[config.mk]
export PLATFORM = sky130hd
export DESIGN_NAME = i2cRegBank
export DESIGN_NICKNAME = d
export VERILOG_FILES = /design/src/rtl/i2cRegPkg.sv /design/src/rtl/i2cSlaveCtrl.sv /design/src/rtl/i2cRegData.sv /design/src/rtl/i2cRegBank.sv
export SDC_FILE = /design/constraint.sdc
export NUM_CORES = 1
export LEC_CHECK = 0
export ABC_AREA = 1
export BUFFER_PORTS_ARGS = -buffer_cell sky130_fd_sc_hd__buf_2
export CAP_MARGIN = 0
export CELL_PAD_IN_SITES_DETAIL_PLACEMENT = 1
export CELL_PAD_IN_SITES_GLOBAL_PLACEMENT = 1
export CORE_MARGIN = 10
export CORE_UTILIZATION = 25
export DETAILED_ROUTE_END_ITERATION = 7
export PLACE_DENSITY = 0.57
export SLEW_MARGIN = 20
export SYNTH_ARGS = -nofsm -noshare
export SYNTH_HDL_FRONTEND = slang
export SYNTH_HIERARCHICAL = 1
export SYNTH_SLANG_ARGS = --single-unit
[constraint.sdc]
create_clock -name clk -period 2.6 [get_ports clk]
set_input_delay 0.13 -clock clk [delete_from_list [all_inputs] [get_ports clk]]
set_output_delay 0.13 -clock clk [all_outputs]
set_load 0.02 [all_outputs]
[src/rtl/i2cRegPkg.sv]
package i2cRegPkg;

  typedef struct packed {
    logic       ptrLoad;
    logic       wrStrobe;
    logic       rdLoad;
    logic [7:0] wrData;
  } busStrobeT;

  typedef enum logic [2:0] {
    S_IDLE,
    S_ADDR,
    S_ADDR_ACK,
    S_WR_BYTE,
    S_WR_ACK,
    S_RD_BIT,
    S_RD_ACK
  } ctrlStateT;

  localparam logic [7:0] ADDR_VER     = 8'h00;
  localparam logic [7:0] ADDR_STAT_LO = 8'h01;
  localparam logic [7:0] ADDR_STAT_HI = 8'h02;
  localparam logic [7:0] ADDR_EVT     = 8'h03;
  localparam logic [7:0] ADDR_WDOG    = 8'h04;
  localparam logic [7:0] ADDR_LED     = 8'h05;
  localparam logic [7:0] LED_MAX      = 8'h0F;

endpackage

[src/rtl/i2cSlaveCtrl.sv]
module i2cSlaveCtrl
  import i2cRegPkg::*;
#(
  parameter logic [6:0] DEV_ADDR = 7'h25
) (
  input  logic       clk,
  input  logic       rstN,
  input  logic       sclIn,
  input  logic       sdaIn,
  input  logic [7:0] rdData,
  output busStrobeT  strobe,
  output logic       sdaDriveLow
);

  logic [1:0] sclSync, sdaSync;
  logic       sclD, sdaD;
  logic       sclNow, sdaNow, sclRise, sclFall, startCond, stopCond;

  ctrlStateT  state;
  logic [2:0] bitCnt;
  logic [7:0] shReg, txReg;
  logic       byteDone, rnw, firstByte, masterAck;

  always_ff @(posedge clk) begin
    if (!rstN) begin
      sclSync <= 2'b11;
      sdaSync <= 2'b11;
      sclD    <= 1'b1;
      sdaD    <= 1'b1;
    end else begin
      sclSync <= {sclSync[0], sclIn};
      sdaSync <= {sdaSync[0], sdaIn};
      sclD    <= sclSync[1];
      sdaD    <= sdaSync[1];
    end
  end

  assign sclNow    = sclSync[1];
  assign sdaNow    = sdaSync[1];
  assign sclRise   = sclNow & ~sclD;
  assign sclFall   = ~sclNow & sclD;
  assign startCond = sclNow & sclD & sdaD & ~sdaNow;
  assign stopCond  = sclNow & sclD & ~sdaD & sdaNow;

  always_comb begin
    strobe          = '0;
    strobe.wrData   = shReg;
    strobe.ptrLoad  = sclFall && state == S_WR_BYTE && byteDone && firstByte;
    strobe.wrStrobe = sclFall && state == S_WR_BYTE && byteDone && !firstByte;
    strobe.rdLoad   = sclFall && ((state == S_ADDR_ACK && rnw) ||
                                  (state == S_RD_ACK && masterAck));
  end

  always_ff @(posedge clk) begin
    if (!rstN) begin
      state     <= S_IDLE;
      bitCnt    <= '0;
      shReg     <= '0;
      txReg     <= '0;
      byteDone  <= 1'b0;
      rnw       <= 1'b0;
      firstByte <= 1'b0;
      masterAck <= 1'b0;
    end else if (startCond) begin
      state    <= S_ADDR;
      bitCnt   <= '0;
      byteDone <= 1'b0;
    end else if (stopCond) begin
      state <= S_IDLE;
    end else begin
      case (state)
        S_ADDR, S_WR_BYTE: begin
          if (sclRise) begin
            shReg  <= {shReg[6:0], sdaNow};
            bitCnt <= bitCnt + 3'd1;
            if (bitCnt == 3'd7) byteDone <= 1'b1;
          end else if (sclFall && byteDone) begin
            byteDone <= 1'b0;
            if (state == S_WR_BYTE) begin
              firstByte <= 1'b0;
              state     <= S_WR_ACK;
            end else if (shReg[7:1] == DEV_ADDR) begin
              rnw   <= shReg[0];
              state <= S_ADDR_ACK;
            end else begin
              state <= S_IDLE;
            end
          end
        end
        S_ADDR_ACK: if (sclFall) begin
          bitCnt <= '0;
          if (rnw) begin
            txReg <= rdData;
            state <= S_RD_BIT;
          end else begin
            firstByte <= 1'b1;
            state     <= S_WR_BYTE;
          end
        end
        S_WR_ACK: if (sclFall) state <= S_WR_BYTE;
        S_RD_BIT: if (sclFall) begin
          if (bitCnt == 3'd7) begin
            bitCnt <= '0;
            state  <= S_RD_ACK;
          end else begin
            txReg  <= {txReg[6:0], 1'b0};
            bitCnt <= bitCnt + 3'd1;
          end
        end
        S_RD_ACK: begin
          if (sclRise) masterAck <= ~sdaNow;
          else if (sclFall) begin
            if (masterAck) begin
              txReg <= rdData;
              state <= S_RD_BIT;
            end else begin
              state <= S_IDLE;
            end
          end
        end
        default: state <= S_IDLE;
      endcase
    end
  end

  assign sdaDriveLow = (state == S_ADDR_ACK) || (state == S_WR_ACK) ||
                       (state == S_RD_BIT && !txReg[7]);

  // a single bus edge never yields more than one strobe
  assert_one_strobe_R2: assert property (@(posedge clk) disable iff (!rstN)
    $onehot0({strobe.ptrLoad, strobe.wrStrobe, strobe.rdLoad}));

  // the line is free right after a STOP
  assert_stop_release_R5: assert property (@(posedge clk) disable iff (!rstN)
    stopCond |=> !sdaDriveLow);

  // a NACK from the controller makes the target let go of SDA
  assert_nack_release_R5: assert property (@(posedge clk) disable iff (!rstN)
    (state == S_RD_ACK && sclFall && !masterAck) |=> (!sdaDriveLow && state == S_IDLE));

  // a foreign address is never acknowledged
  assert_foreign_addr_R1: assert property (@(posedge clk) disable iff (!rstN)
    (state == S_ADDR && sclFall && byteDone && shReg[7:1] != DEV_ADDR)
      |=> (state == S_IDLE && !sdaDriveLow));

endmodule

[src/rtl/i2cRegData.sv]
module i2cRegData
  import i2cRegPkg::*;
#(
  parameter logic [7:0] VERSION     = 8'hA3,
  parameter int         NUM_SCRATCH = 8,
  parameter int         PAT_DEPTH   = 16,
  parameter int         EVT_W       = 5,
  localparam int        PAT_IDX_W   = $clog2(PAT_DEPTH)
) (
  input  logic                 clk,
  input  logic                 rstN,
  input  busStrobeT            strobe,
  input  logic [15:0]          statusIn,
  input  logic [EVT_W-1:0]     eventPulse,
  input  logic [PAT_IDX_W-1:0] patRdIdx,
  output logic [7:0]           rdData,
  output logic [7:0]           patRdData,
  output logic [7:0]           wdogPeriod,
  output logic                 wdogEnable,
  output logic [3:0]           ledLevel
);

  localparam int         SCRATCH_BASE = 8;
  localparam int         PAT_BASE     = SCRATCH_BASE + NUM_SCRATCH;
  localparam logic [7:0] SCR_B        = 8'(SCRATCH_BASE);
  localparam logic [7:0] PAT_B        = 8'(PAT_BASE);

  logic [7:0]       ptr;
  logic [7:0]       scratch [NUM_SCRATCH];
  logic [7:0]       patMem  [PAT_DEPTH];
  logic [EVT_W-1:0] evtReg;
  logic [7:0]       wdReg;
  logic [3:0]       ledReg;
  logic             evtClr;

  always_ff @(posedge clk) begin
    if (!rstN)                                 ptr <= '0;
    else if (strobe.ptrLoad)                   ptr <= strobe.wrData;
    else if (strobe.wrStrobe || strobe.rdLoad) ptr <= ptr + 8'd1;
  end

  always_ff @(posedge clk) begin
    if (!rstN) begin
      wdReg  <= '0;
      ledReg <= '0;
    end else if (strobe.wrStrobe) begin
      if (ptr == ADDR_WDOG) wdReg <= strobe.wrData;
      if (ptr == ADDR_LED)
        ledReg <= (strobe.wrData > LED_MAX) ? LED_MAX[3:0] : strobe.wrData[3:0];
    end
  end

  generate
    for (genvar i = 0; i < NUM_SCRATCH; i++) begin : gScratch
      always_ff @(posedge clk) begin
        if (!rstN) scratch[i] <= '0;
        else if (strobe.wrStrobe && ptr == SCR_B + 8'(i)) scratch[i] <= strobe.wrData;
      end
    end
    for (genvar i = 0; i < PAT_DEPTH; i++) begin : gPattern
      always_ff @(posedge clk) begin
        if (!rstN) patMem[i] <= '0;
        else if (strobe.wrStrobe && ptr == PAT_B + 8'(i)) patMem[i] <= strobe.wrData;
      end
    end
  endgenerate

  assign evtClr = strobe.rdLoad && ptr == ADDR_EVT;

  generate
    for (genvar b = 0; b < EVT_W; b++) begin : gEvent
      always_ff @(posedge clk) begin
        if (!rstN) evtReg[b] <= 1'b0;
        else       evtReg[b] <= eventPulse[b] | (evtReg[b] & ~evtClr);
      end
    end
  endgenerate

  always_comb begin
    rdData = 8'h00;
    if (ptr[7]) begin
      rdData = 8'hFF;
    end else begin
      case (ptr)
        ADDR_VER:     rdData = VERSION;
        ADDR_STAT_LO: rdData = statusIn[7:0];
        ADDR_STAT_HI: rdData = statusIn[15:8];
        ADDR_EVT:     rdData = 8'(evtReg);
        ADDR_WDOG:    rdData = wdReg;
        ADDR_LED:     rdData = {4'h0, ledReg};
        default: begin
          for (int i = 0; i < NUM_SCRATCH; i++)
            if (ptr == SCR_B + 8'(i)) rdData = scratch[i];
        end
      endcase
    end
  end

  assign patRdData  = patMem[patRdIdx];
  assign wdogPeriod = wdReg;
  assign wdogEnable = |wdReg;
  assign ledLevel   = ledReg;

  // every stored or fetched byte moves the pointer on by exactly one
  assert_ptr_step_R3: assert property (@(posedge clk) disable iff (!rstN)
    (strobe.wrStrobe || strobe.rdLoad) |=> ptr == $past(ptr) + 8'd1);

  // an oversized LED value lands as the ceiling
  assert_led_sat_R10: assert property (@(posedge clk) disable iff (!rstN)
    (strobe.wrStrobe && ptr == ADDR_LED && strobe.wrData > LED_MAX) |=> ledLevel == LED_MAX[3:0]);

  // the clearing load keeps only the events that arrive in that cycle
  assert_evt_keep_R8: assert property (@(posedge clk) disable iff (!rstN)
    evtClr |=> evtReg == $past(eventPulse));

endmodule

[src/rtl/i2cRegBank.sv]
module i2cRegBank
  import i2cRegPkg::*;
#(
  parameter logic [6:0] DEV_ADDR    = 7'h25,
  parameter logic [7:0] VERSION     = 8'hA3,
  parameter int         NUM_SCRATCH = 8,
  parameter int         PAT_DEPTH   = 16,
  parameter int         EVT_W       = 5
) (
  input  logic                         clk,
  input  logic                         rstN,
  input  logic                         sclIn,
  input  logic                         sdaIn,
  output logic                         sdaDriveLow,
  input  logic [15:0]                  statusIn,
  input  logic [EVT_W-1:0]             eventPulse,
  input  logic [$clog2(PAT_DEPTH)-1:0] patRdIdx,
  output logic [7:0]                   patRdData,
  output logic [7:0]                   wdogPeriod,
  output logic                         wdogEnable,
  output logic [3:0]                   ledLevel
);

  busStrobeT  strobe;
  logic [7:0] rdData;

  i2cSlaveCtrl #(.DEV_ADDR(DEV_ADDR)) u_ctrl (
    .clk         (clk),
    .rstN        (rstN),
    .sclIn       (sclIn),
    .sdaIn       (sdaIn),
    .rdData      (rdData),
    .strobe      (strobe),
    .sdaDriveLow (sdaDriveLow)
  );

  i2cRegData #(
    .VERSION     (VERSION),
    .NUM_SCRATCH (NUM_SCRATCH),
    .PAT_DEPTH   (PAT_DEPTH),
    .EVT_W       (EVT_W)
  ) u_data (
    .clk        (clk),
    .rstN       (rstN),
    .strobe     (strobe),
    .statusIn   (statusIn),
    .eventPulse (eventPulse),
    .patRdIdx   (patRdIdx),
    .rdData     (rdData),
    .patRdData  (patRdData),
    .wdogPeriod (wdogPeriod),
    .wdogEnable (wdogEnable),
    .ledLevel   (ledLevel)
  );

endmodule

==> run metrics, run 1 <==
RSZ-0062 raised after global routing true; crit path launch type flop; DP Area 13300 sq um; status complete, no violations; vias in the first global route 10089; synth warn 6; worst vdd ir 0.000461 V; ys async rst share 0%; EDFF count, synth 192; crit path max-delay cell type a211oi_1; iteration count of the initial detailed-routing pass 5; pwr dens 649 nW/um^2; Bufs and invs on worst path 5; routability-driven placement congestion ratio 0.815; Reg clk slew, reported paths 0.06 ns; port buffer count 50; WP data required 3.04 ns; CTS tree done; Nets 1455; DR WL/cell 18.7 um; Max Cap Viol 0; Iter 0 DRT Violations 585; dominant synthesized flop cell edfxtp_1; Worst EP arrival 2.91 ns; period utilization 95.1%; Mapped Nets 1358; Top-Level Pins 51; via/cell ratio 4.71; top routing layer in use met4; Most common cell on crit path inv_1; count of pins over their slew limit 0; Final Hold Viols 0; Setup crit end kind flop; clock latency on the worst-skew pair 0.57 ns; Leak 5.43 nW; clk sinks 249; Die Wd 239 um; CTS root buf clkbuf_16; Synth Register Bits 249; HPWL after DPL 26500 um; fmax 0.404 GHz; CP delay by family, top buffers and inverters; CTS max path bufs 3; Setup CP Type flop to flop; antenna violations before repair 0; worst hold margin 0.0104 ns; Hold WC Path Type input pin to flop; post-route ant nets 0; minimum clock period 2.47 ns; largest net degree at the start of global routing 82; Metal-1 WL 18500 um; register area share after synthesis 57.7%; Overflow after GRT 0; starting density of the core 25.2%; final wirelength 38400 um; row count 80; CP cell instances inv_1, nand2_1, inv_1, nand4_1, nor2_2, buf_4, inv_1, nor2_1, inv_1, a211oi_1; Cells after Synth 1323; H-tree depth 1; layout cells sized above 1 14.7%; Die Area 57100 sq um; routed wl met3 1420 um; Mean Syn Cell Area 9.05 sq um; number of antenna diodes 0; GRT Total Usage 13.3%; Crit path largest cell delay 0.39 ns; final setup skew 0.0126 ns; metal2 WL 17800 um; Final Cell Area 14300 sq um; Die Span Y 239 um; crit-path max FO 12; number of CTS-inserted buffers 29; Worst slew margin 35.7%; core area 47500 sq um; vias 9693; global-route wire length before repair 59600 um; Distinct cells, synth 42; Layout area overhead 19.8%; drc violations 0; Mapped Area 12000 sq um; final setup fails 0; Worst-Margin Slew 0.958 ns
## logic make-up (layout without fill, tap and decap cells)
logic type	Yosys count	after routing	share of synthesized area [%]
AO/OA/AOI/OAI	241	241	11.3
XOR/XNOR	3	3	0.219
adder cells (fa/ha/maj)	6	6	0.627
buffers and inverters	178	295	5.94
flip-flops	249	249	57.7
multiplexers	32	32	2.67
AND/OR/NAND/NOR	614	615	21.6
## registers in the layout (all words and copies together), names as in the netlist
register           flops
u_ctrl/byteDone        1
u_ctrl/txReg           8
u_data/ledLevel        4
u_ctrl/masterAck       1
u_ctrl/sdaD            1
u_data/ptr             8
u_ctrl/sclSync         2
u_data/scratch        64
u_ctrl/sclD            1
u_data/patMem        128
u_ctrl/state           3
u_data/wdogPeriod      8
u_ctrl/rnw             1
u_data/evtReg          5
u_ctrl/shReg           8
u_ctrl/sdaSync         2
u_ctrl/firstByte       1
u_ctrl/bitCnt          3
## timing repair
item / CTS / global route
hold buffers: 7 / 0
resized for setup: 0 / 23
setup buffers: 0 / 5
endpoints found under the hold margin: 7 / 0
endpoints found under the setup margin: 0 / 41
## cell usage after synthesis, types with 6 or more instances
cell type  number  area share (%)
nand3_1        79             3.3
dfxtp_1        57             9.5
buf_2          12            0.50
or2_2           6            0.31
mux2i_1        32             2.7
ha_1            6            0.63
o21ai_0        93             3.9
clkbuf_1       44             1.4
edfxtp_1      192              48
inv_1          99             3.1
clkinv_1       10            0.31
a211oi_1        7            0.44
o211ai_1       37             2.3
nor2_1        302             9.5
nand2_1       179             5.6
a21oi_1        93             3.9
nand4_1        18            0.94
## final cells by class
| type | count | area, sq um |
|---|---|---|
| fill | 5471 | 33200 |
| sequential | 249 | 6910 |
| multi-input combinational | 897 | 4440 |
| timing repair buffer | 126 | 891 |
| clock buffer | 38 | 801 |
| tap | 615 | 769 |
| inverter | 117 | 449 |
| clock inverter | 14 | 92.6 |
## stage by stage
step | cells | power [mW] | worst slack [ns] | TNS, ns | utilization (%)
floorplan | 1323 | 5.17 | 0.180 | 0 | -
global placement | 1991 | 5.48 | 0.000237 | 0 | 27.9
detailed placement | 1991 | 5.49 | 0.0394 | 0 | 27.9
CTS | 2050 | 9.42 | 0.00668 | 0 | 29.9
global route | 2056 | 9.70 | -0.0461 | -0.247 | 30.2
finish | 2056 | 9.31 | 0.126 | 0 | 30.2
## worst paths after layout
| path | from | endpoint | slack, ns | depth (start not counted) |
|---|---|---|---|---|
| setup / recovery | u_ctrl/sclSync[1] | u_data/ledLevel[0] | 0.13 | 10 |
| hold / removal | rstN | u_ctrl/sdaD | 0.01 | 3 |
| setup reg to reg | u_ctrl/sclSync[1] | u_data/ledLevel[0] | 0.13 | 10 |
| hold reg to reg | u_ctrl/sdaSync[0] | u_ctrl/sdaSync[1] | 0.41 | 1 |
## cells in the final DEF, fill, tap and decap left out, types with 17 or more instances in the layout
| cell type | count |
|---|---|
| edfxtp_1 | 192 |
| nor2_1 | 295 |
| clkinv_1 | 17 |
| inv_1 | 96 |
| buf_4 | 66 |
| mux2i_1 | 32 |
| buf_2 | 49 |
| nand3_1 | 78 |
| o21ai_0 | 93 |
| nand4_1 | 18 |
| nand2_1 | 178 |
| clkbuf_16 | 30 |
| dfxtp_1 | 56 |
| a21oi_1 | 92 |
| o211ai_1 | 37 |
## metal layers
metal	track usage, %	vias up
li1	-	4694
met1	18.0	4782
met2	21.6	163
met3	2.19	54
met4	3.07	0
met5	0	-
## power breakdown
group | switching [mW] | total [mW] | internal [mW]
sequential | 0.0863 | 4.55 | 4.46
clock | 1.65 | 3.89 | 2.24
combinational | 0.585 | 0.866 | 0.281
## worst min-delay path, stage by stage
cell     delay (ns)
buf_2          0.11
buf_12         0.18
nand2_1        0.10
(Power assumes the default switching activity.)
==> run 2, diff against run 1 <==
ABC_AREA = default   (was 1)
PLACE_DENSITY = 0.55   (was 0.57)
==> run metrics, run 2 <==
status complete, no violations; fmax 0.405 GHz (+0.28%); via/cell ratio 4.72 (+0.13%); Pwr Total 9.61 mW (+3.3%); Crit path largest cell delay 0.49 ns (+0.10 ns); Synth Register Bits 249 (unchanged); largest net degree at the start of global routing 45 (-45%); Die Wd 242 um (+1.3%); most common cell in the netlist and2_1; Setup crit end kind flop; crit-path max FO 5 (-7); Mapped Area 12300 sq um (+2.9%); Die Area 58600 sq um (+2.7%); number of antenna diodes 0 (unchanged); Setup CP Type flop to flop; Most common cell on crit path inv_1; hold wc startpoint rstN; Layout area overhead 21.9%; clk sinks 249 (unchanged); H-tree depth 1 (unchanged); dpl ws -0.0887 ns (-0.128 ns); Nets 1191 (-18%); EDFF count, synth 192 (unchanged); Largest register FFs 128 (unchanged); most common cell after layout, fill and taps aside and2_1; Iter 0 DRT Violations 602 (+2.9%); commonest cells after routing, fill and taps aside 199 x and2_1, 192 x edfxtp_1, 89 x buf_4, 82 x nand2_1, 56 x dfxtp_1; Overflow after GRT 0 (unchanged); crit path max-delay cell type o311ai_1; minimum clock period 2.47 ns (-0.00689 ns); CTS tree done; crit path launch type flop; GRT Total Usage 12.8% (-0.45 points); Bufs and invs on worst path 3 (-2); Util after Layout 30.7% (+0.57 points); count of pins over their slew limit 0 (unchanged); Hold WC Path Type input pin to flop; number of CTS-inserted buffers 30 (+3.4%); Top-Level Pins 51 (unchanged); worst vdd ir 0.000527 V (+14%); routability-driven placement congestion ratio 0.827 (+1.5%); CP delay by family, top compound AO/OA/AOI/OAI gates; post-route ant nets 0 (unchanged); Leak 5.30 nW (-2.3%); Setup TNS 0 ns (unchanged); final setup fails 0 (unchanged); vias in the first global route 9136 (-9.4%); Post-synth top cells 199 x and2_1, 192 x edfxtp_1, 82 x nand2_1; Cells after Synth 1043 (-21%); iteration count of the initial detailed-routing pass 4 (-1); HPWL after DPL 27000 um (+1.7%); pwr dens 640 nW/um^2 (-1.3%); register area share after synthesis 56.0% (-1.6 points); WP data required 3.04 ns (about the same); reg2reg setup slack 0.13 ns (about the same); row count 81 (+1.3%); period utilization 94.9% (-0.27 points); RSZ-0062 raised after global routing false; area leader, netlist edfxtp_1; CTS root buf clkbuf_16; layout cells sized above 1 22.2% (+7.5 points); synth warn 6 (unchanged); DR WL/cell 20.7 um (+11%); final wirelength 38100 um (-0.81%); final setup skew 0.0187 ns (+0.00609 ns); R2R depth 11 (+1); Critical R2R Launch u_data/ptr[0]; port buffer count 50 (unchanged); Reg clk slew, reported paths 0.06 ns (about the same); core area 48800 sq um (+2.7%); Distinct cells, synth 73 (+74%); CP cell instances inv_1, ha_1, inv_1, o311ai_1, buf_4, a21oi_1, nor2_1, o22ai_1, mux2_2, nand2_1, mux2i_1; Max Cap Viol 0 (unchanged); CTS max path bufs 3 (unchanged); largest register by flop count u_data/patMem; clock latency on the worst-skew pair 0.57 ns (about the same); hold depth 3 (unchanged); Mean Syn Cell Area 11.8 sq um (+31%); global-route wire length before repair 58900 um (-1.2%); Critical Path Stages 11 (+1); fin worst setup slack 0.133 ns (+0.00689 ns); Worst EP arrival 2.91 ns (about the same); drc violations 0 (unchanged); starting density of the core 25.2% (+0.042 points); biggest regs u_data/patMem: 128 flops, u_data/scratch: 64 flops; Crit. Startpoint u_data/ptr[0]; Final Hold Viols 0 (unchanged); Die Span Y 242 um (+1.3%); post-synth top area share 46.8% (-1.4 points); ys async rst share 0% (unchanged); antenna violations before repair 1 (+1); Worst-Margin Slew 0.648 ns (-0.311 ns); Synth area leaders edfxtp_1 47%, and2_1 10%, dfxtp_1 9.3%, mux4_2 7.3%, nand2_1 2.5%; dominant synthesized flop cell edfxtp_1; Worst slew margin 56.7% (+21 points); Mapped Nets 1078 (-21%); vias 8700 (-10%)
==> run 2: final timing paths <==
| kind | endpoint |
|---|---|
| min reg2reg | u_ctrl/sdaSync[1] |
| max reg2reg | u_ctrl/txReg[4] |
| max | u_ctrl/txReg[4] |
| min | u_data/ledLevel[3] |
==> run 2: area by class of cell <==
class / instances / area, sq um
inverters: 15 / 60.1
flip-flops and latches: 249 / 6910
clock buffers: 34 / 787
multi-input cells: 706 / 5070
well taps: 664 / 831
fillers: 5441 / 33800
repair buffers: 154 / 1150
clock inverters: 21 / 211
==> run 2: worst register-to-register path, cell delays in order (launching register included) <==
cell	delay [ns]
dfxtp_1	0.35
inv_1	0.16
ha_1	0.30
inv_1	0.16
o311ai_1	0.49
buf_4	0.19
a21oi_1	0.06
nor2_1	0.15
o22ai_1	0.09
mux2_2	0.27
nand2_1	0.07
mux2i_1	0.06
==> run 2: where the power goes <==
part	total, mW	internal, mW	switching [mW]
clock	4.25	2.56	1.69
sequential	4.55	4.46	0.0844
combinational	0.821	0.364	0.457
total	9.61	7.38	2.23
==> run 2: per-stage QoR <==
stage | cell area [sq um] | cells | hold WS (ns)
finish | 15000 | 1843 | 0.0701
global route | 15000 | 1843 | 0.0857
CTS | 15000 | 1841 | 0.0621
detailed placement | 13900 | 1779 | 0.316
global placement | 13900 | 1779 | 0.316
floorplan | 12300 | 1043 | 0.231
==> run 2: logic make-up after synthesis <==
logic type / share of synthesized area, %
fa+ha+maj: 0.609
buf+inv: 3.04
mux: 9.57
xor+xnor: 0.640
flops: 56.0
compound gates: 9.99
simple gates: 20.1
==> run 2: what timing repair did <==
action / CTS / global route
gates resized for setup: 1 / 8
hold buffers: 7 / 0
pin swaps: 0 / 1
buffers inserted: 0 / 2
endpoints found under the setup margin: 1 / 6
endpoints found under the hold margin: 7 / 0
==> run 2: layer usage <==
metal  up-vias  wire length, um  part of all wire (%)  track usage [%]
li1       4044                -                     -                -
met1      4450            18200                    48             17.8
met2       155            17700                    46             20.5
met3        51             1310                   3.4             1.83
met4         0              935                   2.5             3.18
met5         -                0                     0                0
==> run 3, diff against run 2 <==
PLACE_DENSITY = default   (was 0.55)
PLACE_DENSITY_LB_ADDON = 0.1   (was default)
==> run metrics, run 3 (synthesis results as in run 2) <==
status complete, no violations; row count 81 (unchanged); minimum clock period 2.41 ns (-0.0557 ns); clk sinks 249 (unchanged); Max Cap Viol 0 (unchanged); met3 usage 1.97% (+0.14 points); Reg clk slew, reported paths 0.06 ns (about the same); Hold WC Path Type input pin to flop; worst vdd ir 0.000421 V (-20%); final setup skew 0.0101 ns (-0.00864 ns); biggest regs u_data/patMem: 128 flops, u_data/scratch: 64 flops; layout cells sized above 1 22.1% (-0.14 points); Overflow after GRT 0 (unchanged); routability-driven placement congestion ratio 0.798 (-3.5%); iteration count of the initial detailed-routing pass 7 (+3); Setup crit end kind flop; global-route wire length before repair 63800 um (+8.4%); drc violations 0 (unchanged); Crit. Startpoint u_data/ptr[1]; Leak 5.26 nW (-0.74%); CTS max path bufs 3 (unchanged); DR WL/cell 23.0 um (+11%); clock latency on the worst-skew pair 0.58 ns (about the same); starting density of the core 25.2% (unchanged); final setup fails 0 (unchanged); Final Hold Viols 0 (unchanged); DP Area 13900 sq um (-0.13%); Largest register FFs 128 (unchanged); vias 8618 (-0.94%); period utilization 92.7% (-2.1 points); Die Span Y 242 um (unchanged); crit-path max FO 10 (+5); Die Wd 242 um (unchanged); largest net degree at the start of global routing 48 (+6.7%); pwr dens 622 nW/um^2 (-2.8%); Iter 0 DRT Violations 547 (-9.1%); fmax 0.415 GHz (+2.3%); Layout area overhead 20.7%; crit path launch type flop; RSZ-0062 raised after global routing true; commonest cells after routing, fill and taps aside 199 x and2_1, 192 x edfxtp_1, 96 x buf_4, 82 x nand2_1, 56 x dfxtp_1; Critical R2R Launch u_data/ptr[1]; Multi-input gate area 5060 sq um (-0.17%); met1 Usage GRT 19.4% (+1.6 points); Final Cell Area 14900 sq um (-0.97%); Die Area 58600 sq um (unchanged); CP cell instances inv_1, ha_2, buf_4, a221oi_2, o21ai_0, a221oi_2, o21ai_0, mux2_2, nand2_1, mux2i_1; CTS root buf clkbuf_16; vias in the first global route 9453 (+3.5%); Worst-Margin Slew 0.709 ns (+0.0615 ns); hold wc startpoint sdaIn; Nets 1196 (+0.42%); Worst EP arrival 2.85 ns (-0.06 ns); H-tree depth 1 (unchanged); FILL cells 5428 (-0.24%); Top-Level Pins 51 (unchanged); count of pins over their slew limit 0 (unchanged); HPWL after DPL 29000 um (+7.3%); antenna violations before repair 6 (+5); port buffer count 50 (unchanged); post-route ant nets 0 (unchanged); crit path max-delay cell type dfxtp_1; core area 48800 sq um (unchanged); GRT Total Usage 14.4% (+1.6 points); Setup CP Type flop to flop; FF+latch area 6910 sq um (unchanged); number of CTS-inserted buffers 31 (+3.3%); final wirelength 42500 um (+11%); GR peak layer met2; CTS tree done; Crit path largest cell delay 0.40 ns (-0.09 ns); Worst slew margin 52.6% (-4.1 points); largest register by flop count u_data/patMem; WP data required 3.04 ns (about the same); most common cell after layout, fill and taps aside and2_1; via/cell ratio 4.66 (-1.2%); met2 usage 23.8% (+3.3 points); Pwr Total 9.25 mW (-3.8%)
[run 3: cell type report]
type | count | share of cell area [%]
tap | 664 | 5.59
inverter | 15 | 0.379
sequential | 249 | 46.4
clock inverter | 16 | 0.513
clock buffer | 38 | 5.39
timing repair buffer | 158 | 7.60
antenna | 2 | 0.0336
multi-input combinational | 706 | 34.1
[run 3: path summary, 6_finish.rpt]
check / to / slack, ns / cells past startpoint
max: u_ctrl/txReg[7] / 0.19 / 10
min: u_ctrl/sdaSync[0] / 0.29 / 3
max reg2reg: u_ctrl/txReg[7] / 0.19 / 10
min reg2reg: u_ctrl/sdaSync[1] / 0.40 / 1
[run 3: metal layers]
metal	part of all wire, %	vias up	wire (um)
met5	0	-	0
met4	1.9	0	822
met3	3.0	45	1260
met2	48	137	20200
met1	48	4386	20200
li1	-	4050	-
[run 3: through the flow]
| step | setup TNS, ns | hold WS (ns) | setup slack [ns] | utilization, % | std cells |
|---|---|---|---|---|---|
| after detailed placement | -0.126 | 0.318 | -0.126 | 28.4 | 1783 |
| after global placement | -0.0830 | 0.318 | -0.0830 | 28.4 | 1783 |
| final | 0 | 0.286 | 0.189 | 30.4 | 1848 |
| after CTS | 0 | 0.266 | 0.0929 | 30.4 | 1845 |
| after floorplan | -4.03 | 0.231 | -0.168 | - | 1043 |
| after global routing | -0.00876 | 0.283 | -0.00725 | 30.4 | 1846 |
[run 3: timing repair]
action	in CTS	in global routing
resized for setup	2	3
buffers inserted	0	1
cloned	0	0
hold buffers	8	0
hold endpoints to repair	9	0
endpoints found under the setup margin	1	27
pin swaps	0	2
[run 3: worst max-delay path: cells and delay by family (launching register included)]
kind	cells	cell delay (ns)
buffers and inverters	2	0.31
adder cells (fa/ha/maj)	1	0.27
multiplexers	2	0.34
flip-flops	1	0.40
AO/OA/AOI/OAI	4	0.91
AND/OR/NAND/NOR	1	0.06
[run 3: power by group]
group | internal (mW) | switching [mW]
clock | 2.16 | 1.70
combinational | 0.366 | 0.482
sequential | 4.46 | 0.0793
total | 6.99 | 2.26
